==> src/rtl/irq_pend_pkg.sv <==
package irq_pend_pkg;
  // source trigger mode codes; bit 2 set means the source is active
  localparam logic [2:0] SM_OFF  = 3'd0;
  localparam logic [2:0] SM_RISE = 3'd4;
  localparam logic [2:0] SM_FALL = 3'd5;
  localparam logic [2:0] SM_HIGH = 3'd6;
  localparam logic [2:0] SM_LOW  = 3'd7;

  // register word addresses
  localparam int ADR_SET = 0;
  localparam int ADR_CLR = 1;
  localparam int ADR_EN  = 2;
  localparam int ADR_DIS = 3;
endpackage

==> src/rtl/irq_sync.sv <==
module irq_sync #(
  parameter int N = 31
) (
  input  logic         clk,
  input  logic         rst,
  input  logic [N:1]   line_i,
  output logic [N:1]   cur_o,
  output logic [N:1]   prv_o
);
  logic [N:1] st1_q, st2_q, st3_q;

  always_ff @(posedge clk) begin
    if (rst) begin
      st1_q <= '0;
      st2_q <= '0;
      st3_q <= '0;
    end else begin
      st1_q <= line_i;
      st2_q <= st1_q;
      st3_q <= st2_q;
    end
  end

  assign cur_o = st2_q;
  assign prv_o = st3_q;
endmodule

==> src/rtl/irq_src_cell.sv <==
module irq_src_cell
  import irq_pend_pkg::*;
(
  input  logic       clk,
  input  logic       rst,
  input  logic       msg_mode,
  input  logic       cur,
  input  logic       prv,
  input  logic       sw_set,
  input  logic       sw_clr,
  input  logic       en_set,
  input  logic       en_clr,
  input  logic       ack_hit,
  input  logic       cfg_we,
  input  logic [2:0] cfg_val,
  output logic       pend_o,
  output logic       en_o,
  output logic [2:0] mode_o
);
  logic [2:0] mode_q;
  logic       pend_q, en_q, pend_nx;
  logic       rect_cur, rect_prv;

  always_comb begin
    rect_cur = (mode_q == SM_LOW) ? ~cur : cur;
    rect_prv = (mode_q == SM_LOW) ? ~prv : prv;
    case (mode_q)
      SM_RISE: pend_nx = (pend_q & ~sw_clr & ~ack_hit) | sw_set | (cur & ~prv);
      SM_FALL: pend_nx = (pend_q & ~sw_clr & ~ack_hit) | sw_set | (~cur & prv);
      SM_HIGH, SM_LOW: begin
        if (!msg_mode) pend_nx = rect_cur;
        else pend_nx = (pend_q & ~ack_hit) | (rect_cur & ~rect_prv) | (sw_set & rect_cur);
      end
      default: pend_nx = 1'b0;
    endcase
  end

  always_ff @(posedge clk) begin
    if (rst) begin
      mode_q <= SM_OFF;
      pend_q <= 1'b0;
      en_q   <= 1'b0;
    end else begin
      pend_q <= pend_nx;
      if (cfg_we) mode_q <= cfg_val;
      if (en_set) en_q <= 1'b1;
      else if (en_clr) en_q <= 1'b0;
    end
  end

  assign pend_o = pend_q & mode_q[2];
  assign en_o   = en_q;
  assign mode_o = mode_q;
endmodule

==> src/rtl/irq_pick.sv <==
module irq_pick #(
  parameter int N   = 31,
  parameter int IDW = 5
) (
  input  logic [N:1]     req_i,
  output logic           valid_o,
  output logic [IDW-1:0] id_o
);
  always_comb begin
    id_o = '0;
    for (int i = N; i >= 1; i--) begin
      if (req_i[i]) id_o = IDW'(i);
    end
  end

  assign valid_o = |req_i;
endmodule

==> src/rtl/irq_pend_ctrl.sv <==
module irq_pend_ctrl
  import irq_pend_pkg::*;
#(
  parameter int NSRC = 31,
  parameter int DW   = 32,
  parameter int AW   = 6,
  localparam int IDW = $clog2(NSRC + 1)
) (
  input  logic            clk,
  input  logic            rst,
  input  logic            msg_mode,
  input  logic [NSRC:1]   irq_in,
  input  logic            wr_en,
  input  logic [AW-1:0]   wr_addr,
  input  logic [DW-1:0]   wr_data,
  input  logic            ack_valid,
  input  logic [IDW-1:0]  ack_id,
  output logic [NSRC:1]   pending_o,
  output logic            top_valid,
  output logic [IDW-1:0]  top_id
);
  localparam int CFG_BASE = 2 ** (AW - 1);

  logic [NSRC:1]      cur_s, prv_s;
  logic [NSRC:1]      en_q;
  logic [NSRC:1][2:0] mode_q;
  logic wr_set, wr_clr, wr_ena, wr_dis;

  assign wr_set = wr_en && (wr_addr == AW'(ADR_SET));
  assign wr_clr = wr_en && (wr_addr == AW'(ADR_CLR));
  assign wr_ena = wr_en && (wr_addr == AW'(ADR_EN));
  assign wr_dis = wr_en && (wr_addr == AW'(ADR_DIS));

  irq_sync #(.N(NSRC)) u_sync (
    .clk    (clk),
    .rst    (rst),
    .line_i (irq_in),
    .cur_o  (cur_s),
    .prv_o  (prv_s)
  );

  for (genvar g = 1; g <= NSRC; g++) begin : g_src
    logic num_hit;
    assign num_hit = (wr_data == DW'(g));

    irq_src_cell u_cell (
      .clk      (clk),
      .rst      (rst),
      .msg_mode (msg_mode),
      .cur      (cur_s[g]),
      .prv      (prv_s[g]),
      .sw_set   (wr_set && num_hit),
      .sw_clr   (wr_clr && num_hit),
      .en_set   (wr_ena && num_hit),
      .en_clr   (wr_dis && num_hit),
      .ack_hit  (ack_valid && (ack_id == IDW'(g))),
      .cfg_we   (wr_en && (wr_addr == AW'(CFG_BASE + g))),
      .cfg_val  (wr_data[2:0]),
      .pend_o   (pending_o[g]),
      .en_o     (en_q[g]),
      .mode_o   (mode_q[g])
    );
  end

  irq_pick #(.N(NSRC), .IDW(IDW)) u_pick (
    .req_i   (pending_o & en_q),
    .valid_o (top_valid),
    .id_o    (top_id)
  );
endmodule

==> config.mk <==
export PLATFORM = sky130hd
export DESIGN_NAME = irq_pend_ctrl
export DESIGN_NICKNAME = d
export VERILOG_FILES = /design/src/rtl/irq_pend_pkg.sv /design/src/rtl/irq_sync.sv /design/src/rtl/irq_src_cell.sv /design/src/rtl/irq_pick.sv /design/src/rtl/irq_pend_ctrl.sv
export SDC_FILE = /design/constraint.sdc
export NUM_CORES = 1
export LEC_CHECK = 0
export BUFFER_PORTS_ARGS = -buffer_cell sky130_fd_sc_hd__buf_2
export CAP_MARGIN = 25
export CORE_ASPECT_RATIO = 0.9
export CORE_MARGIN = 2
export CORE_UTILIZATION = 60
export DETAILED_ROUTE_END_ITERATION = 6
export GPL_ROUTABILITY_DRIVEN = 0
export PLACE_DENSITY = 0.9
export SYNTH_ARGS = -nofsm -noshare
export SYNTH_HDL_FRONTEND = slang
export SYNTH_SLANG_ARGS = --single-unit
==> constraint.sdc <==
create_clock -name clk -period 2.5 [get_ports clk]
set_clock_uncertainty 0.1 [all_clocks]
set_input_delay 0.125 -clock clk [delete_from_list [all_inputs] [get_ports clk]]
set_output_delay 0.125 -clock clk [all_outputs]
set_load 0.005 [all_outputs]
### Yosys cells after proc, flatten, opt, wreduce, memory -nomap -nowiden

Index checks and enable logic that the tools add are counted.

* equality and inequality tests: 220
* multiplexer cells: 217
* bitwise operators: 559
* reductions and logical operators: 254

Operator list (count)
* == test 32 x 5 -> 1 bit, second input constant: 16
* == test 3 bit, second input constant: 124
* == test 32 x 4 -> 1 bit, second input constant: 8
* AND 1 bit: 248
* logical AND 1 bit: 190
* == test 6 bit, second input constant: 31
* two-way mux 1 bit: 155
* two-way mux 5 bit: 31
* inverter 1 bit: 155
* bitwise OR 1 bit: 155
* == test 32 x 3 -> 1 bit, second input constant: 4
* case mux 1 bit (3 select lines): 31
* == test 5 bit, second input constant: 16
* == test 32 x 2 -> 1 bit, second input constant: 2
* nonzero test 2 bit: 31
* OR reduction 2 bit: 31
* == test 5 x 4 -> 1 bit, second input constant: 8
* == test 32 x 1 -> 1 bit, second input constant: 1
* AND 31 bit: 1
* OR reduction 31 bit: 1
* == test 5 x 3 -> 1 bit, second input constant: 4
* == test 6 x 2 -> 1 bit, second input constant: 2
* == test 5 x 2 -> 1 bit, second input constant: 2
* == test 6 x 1 -> 1 bit, second input constant: 1
* other kinds (2): 2

* output and inout bits: 37
* input bits: 79
* register bits: 248
* word-level logic and storage cells: 1346

### Longest topological paths before layout

* depth after elaboration: 33
* mapped depth: 9
* depth with buffers taken out: 6

### Modules after synthesis

A second synthesis with hierarchy kept.

* cell total of the unflattened synthesis: 1353
* area, all modules: 11817.6 um^2

Modules (own cells, without submodules)
* irq_src_cell: sequential area each 100.1 um^2, times used 31, area an instance 227.7 um^2, cells each 24
* irq_sync: sequential area each 1861.8 um^2, times used 1, area an instance 2496.1 um^2, cells each 196
* irq_pend_ctrl: sequential area each 0.0 um^2, times used 1, area an instance 1905.6 um^2, cells each 344
* irq_pick: sequential area each 0.0 um^2, times used 1, area an instance 356.6 um^2, cells each 69

### Worst setup path before layout

Ideal clock, no wire load.

* kind: input port to flip-flop
* start point: in wr_addr[0]
* end point: reg g_src[4].u_cell.pend_q
* cell stages on the path: 9
* path slack: 654 ps
* path buffers: 3
* arrival time: 1642 ps
* cell sequence: buf_4 -> nor4_4 -> buf_6 -> nand3_4 -> or2_1 -> buf_2 -> nor2_1 -> nor3_1 -> a2111oi_2

* cells in the longest elaborated chain, start to end: 9

RTL lines
* start: declaration: line irq_pend_ctrl.sv:14 `input logic [AW-1:0] wr_addr,`
* == test 6 x 1 -> 1 bit: line irq_pend_ctrl.sv:30 `assign wr_clr = wr_en && (wr_addr == AW'(ADR_CLR));`
* logical AND 1 bit: line irq_pend_ctrl.sv:30
* logical AND 1 bit: line irq_pend_ctrl.sv:53 `.sw_clr (wr_clr && num_hit),`
* inverter 1 bit: line irq_src_cell.sv:28, irq_src_cell.sv:29
* AND 1 bit (2 in a row): line irq_src_cell.sv:28, irq_src_cell.sv:29
* bitwise OR 1 bit: line irq_src_cell.sv:28, irq_src_cell.sv:29
* bitwise OR 1 bit, on equally long branches: line irq_src_cell.sv:29, irq_src_cell.sv:28
* case mux 1 bit (3 select lines) (*): line irq_src_cell.sv:27 `case (mode_q)`
* end signal: assignment: line irq_src_cell.sv:44 `pend_q <= pend_nx;`
* end: declaration: line irq_src_cell.sv:21 `logic pend_q, en_q, pend_nx;`

Every way passes the cells marked *; elsewhere a longest branch is shown, timed or not.
A chain may end at the register's enable or synchronous reset.

### Final worst setup path

* start point: reg g_src[29].u_cell.mode_q[2]
* end point: out top_id[1]

* cells in the longest elaborated chain, start to end: 31

RTL lines
* start: declaration: line irq_src_cell.sv:20 `logic [2:0] mode_q;`
* start signal: assignment: line irq_src_cell.sv:45 `if (cfg_we) mode_q <= cfg_val;`
* AND 1 bit: line irq_src_cell.sv:51 `assign pend_o = pend_q & mode_q[2];`
* AND 31 bit: line irq_pend_ctrl.sv:66 `.req_i (pending_o & en_q),`
* two-way mux 5 bit (29 in a row): line irq_pick.sv:12 `if (req_i[i]) id_o = IDW'(i);`
* end: declaration: line irq_pend_ctrl.sv:20 `output logic [IDW-1:0] top_id`

No other way between the ends.

==> impl_summary.log <==
[metrics] max-slew violation total from the final report: 0
[metrics] Post-Synthesis Mean Instance Area: between 7 and 8 sq um
[metrics] dominant synthesized flop cell: dfxtp_1
[metrics] count of mapped cells out of synthesis: 1515
[metrics] quantity of I/O buffers inserted on ports: 115
[metrics] placeable core area: 0.01980 sq mm
[metrics] startpoint types: register
[metrics] Reg clk slew, reported paths: 0.07 ns
[metrics] wirelength, routed: 37.70 mm
[metrics] arrival time of data at the critical path endpoint: 2.25 ns
[metrics] count of H-tree levels built during CTS: 1
[metrics] setup repair after global routing missed its margin: true
[metrics] DRC violation count after routing: 1
[metrics] crit share post-route: 98.85%
[metrics] area occupied by multi-input gates: 0.006442 sq mm
[metrics] crit path capture type: output pin
[metrics] number of cell rows: 49
[metrics] clock insertion delay at the later pin of the skew report: ~0.53 ns
[metrics] Syn Std Cell Area: 0.01202 sq mm
[metrics] GR Overflow Total: 0
[metrics] final non-filler cell area: 0.01413 sq mm
[metrics] met1 track utilization from global routing: between 40 and 50%
[metrics] CTS tree: yes
[metrics] die boundary height: 138.3 microns
[metrics] CTS root buffer: clkbuf_16
[metrics] clock sink count: about 250
[metrics] most used routing layer in global routing: met2
[metrics] met2 Use GR: approximately half
[metrics] remaining number of nets flagged by the antenna check after routing: 0
[metrics] Peak Freq: 404.6 MHz
[metrics] WHS Path Cells: 5
[metrics] WL/cell: 19.81 microns
[metrics] count of yosys warnings during synthesis: 0
[metrics] worst-case vdd ir drop: ~0.0006 V
[metrics] Horiz. Die Dim: 153.2 microns
[metrics] violated checks: DRC
[metrics] number of detailed-route iterations in the first pass: 7
[metrics] total nets after synthesis: 1594
[metrics] Setup-failing EPs final: 0
[metrics] number of buffers on the longest clock path: 3
[metrics] required time at the worst-slack endpoint: 2.28 ns
[metrics] Async SR Flop Fraction: 0%
[metrics] count of nets after finishing: 1704
[metrics] worst-path maximum fanout: 4
[metrics] via total after detailed routing: 12150
[metrics] dominant cell type by area after synthesis: dfxtp_1
[metrics] total half-perimeter wirelength after legalization and detailed placement: approximately 26 mm
[metrics] area overhead of the layout relative to synthesis: 17.49%
[metrics] worst reg2reg setup slack: 0.79 ns
[metrics] Rel. slew slack: 35.93%
[metrics] CTS Buf Count: 26
[metrics] first-iteration detailed-routing DRC count: 1993
[metrics] Least-Margin Pin Slew: between 0.9 and 1 ns
[metrics] number of global-route vias before repair: around 11000
[metrics] fraction of layout instances using a drive strength above 1: around 15%
[metrics] power density cells: 642.1 mW/mm^2
[metrics] # fillers: 1463
[metrics] number of synthesized register bits: 248
[metrics] Hold/Removal Path Class: in2reg
[metrics] Total GRT Usage: 34.21%
[metrics] register area share after synthesis: 41.29%
[metrics] largest net degree at the start of global routing: 137
[metrics] initial core utilization: 60.71%
[metrics] placed cell area: 0.01270 sq mm
[metrics] leakage power figure: 5.202 nW
[metrics] area share of the largest cell type after synthesis: between 40 and 50%
[metrics] via density per instance: 6.385
[metrics] shortest period the worst path allows: 2.471 ns
[metrics] pre-CTS WS: 0.1641 ns
[metrics] wire length of the first global-routing pass: 58.75 mm
[metrics] synth unique cells: 66
[metrics] main area contributors after synthesis: dfxtp_1, o21ai_0, nand2_1, a21oi_1, nor2b_1
[metrics] result of the run: finished, violations left
[metrics] critical path class: reg2out
[metrics] GR Layer Usage met3: 13.57%
[metrics] most common library cell in the layout ignoring fill and taps: dfxtp_1
[metrics] most used cells in the layout excluding fill and tap cells: dfxtp_1, nand2_1, o21ai_0
[metrics] final setup slack of the worst path: 0.02863 ns
[metrics] depth of the worst register-to-register path: 6
[metrics] Final Hold Viols: 0
[metrics] IO Count: 116
[metrics] Register Area: 0.004969 sq mm
[metrics] number of flops mapped to enable cells by yosys: 0
[metrics] max-cap violation count: 0
[metrics] number of antenna violations at the first check in global routing: 4
[metrics] full die area: 0.02119 sq mm
## flip-flops by register name (all words and copies together), names as in the netlist
signal               cells
g_src.u_cell.en_o       31
g_src.u_cell.mode_o     93
g_src.u_cell.pend_q     31
u_sync.cur_o            31
u_sync.prv_o            31
u_sync.st1_q            31
## area by class of cell
cell class                 instances  area share, %
antenna                            3        0.05314
inverter                          22         0.5846
timing repair buffer             196          9.274
clock inverter                    19          2.143
clock buffer                      29          4.907
tap                              255          2.259
multi-input combinational       1131          45.61
sequential                       248          35.17
## kinds of logic after synthesis
logic type | Yosys count | synth area share [%]
compound gates | 408 | 19.59
xor+xnor | 30 | 2.185
buf+inv | 136 | 5.474
flops | 248 | 41.29
mux | 25 | 2.081
simple gates | 668 | 29.38
## timing repair
action / CTS / global route
pin swaps: 0 / 1
resized for setup: 3 / 13
endpoints found under the setup margin: 1 / 4
setup buffers: 0 / 0
hold buffers: 38 / 0
hold endpoints to repair: 73 / 0
## worst max-delay path, cell delays in order (launching register included)
cell      delay [ns]
dfxtp_1         0.38
and3_1          0.25
a211oi_1        0.08
o21bai_1        0.25
a31oi_1         0.14
o41ai_2         0.30
a32oi_1         0.16
buf_2           0.15
## cell usage after synthesis, types with 10 or more instances
cell type    n
a21oi_1    142
a31oi_1     10
and2_1      39
and3_1      11
buf_4       33
clkbuf_1    68
dfxtp_1    248
inv_1       22
mux2i_1     25
nand2_1    208
nand2b_1    26
nand3_1     59
nand3b_1    21
nand4_1     11
nand4b_1    17
nor2_1      90
nor2b_1    108
nor3_1      16
nor4_1      12
o211ai_1    23
o21a_1      11
o21ai_0    166
o221ai_1    11
xnor2_1     14
xor2_1      16
## power breakdown
group / switching, mW / total (mW) / internal [mW]
sequential: 0.0394 / 4.06 / 4.02
combinational: 0.333 / 0.546 / 0.212
clock: 1.65 / 4.47 / 2.82
## final timing paths
| kind | endpoint | start |
|---|---|---|
| max | top_id[1] | g_src[29].u_cell.mode_o[2] |
| min | g_src[26].u_cell.pend_q | wr_data[3] |
| max reg2reg | g_src[3].u_cell.pend_q | g_src[3].u_cell.mode_o[2] |
| min reg2reg | u_sync.cur_o[9] | u_sync.st1_q[9] |
## layer usage
layer,routed length (microns),part of all wire [%],vias to the layer above
li1,-,-,5520
met1,13590,36,5492
met2,15980,42,904
met3,5774,15,232
met4,2344,6.2,2
met5,15,0.040,-
## through the flow
stage / hold slack [ns] / instances / total power [mW] / TNS, ns / utilization, %
finish: 0.07885 / 1903 / 9.071 / 0 / 71.33
global placement: 0.2320 / 1814 / 4.602 / 0 / 64.11
CTS: 0.05914 / 1900 / 9.048 / 0 / 71.08
detailed placement: 0.2366 / 1814 / 4.617 / 0 / 64.11
global route: 0.1230 / 1900 / 9.285 / -0.006485 / 71.30
floorplan: 0.1532 / 1515 / 4.421 / 0 / -
Power figures use the tool's default switching activity.
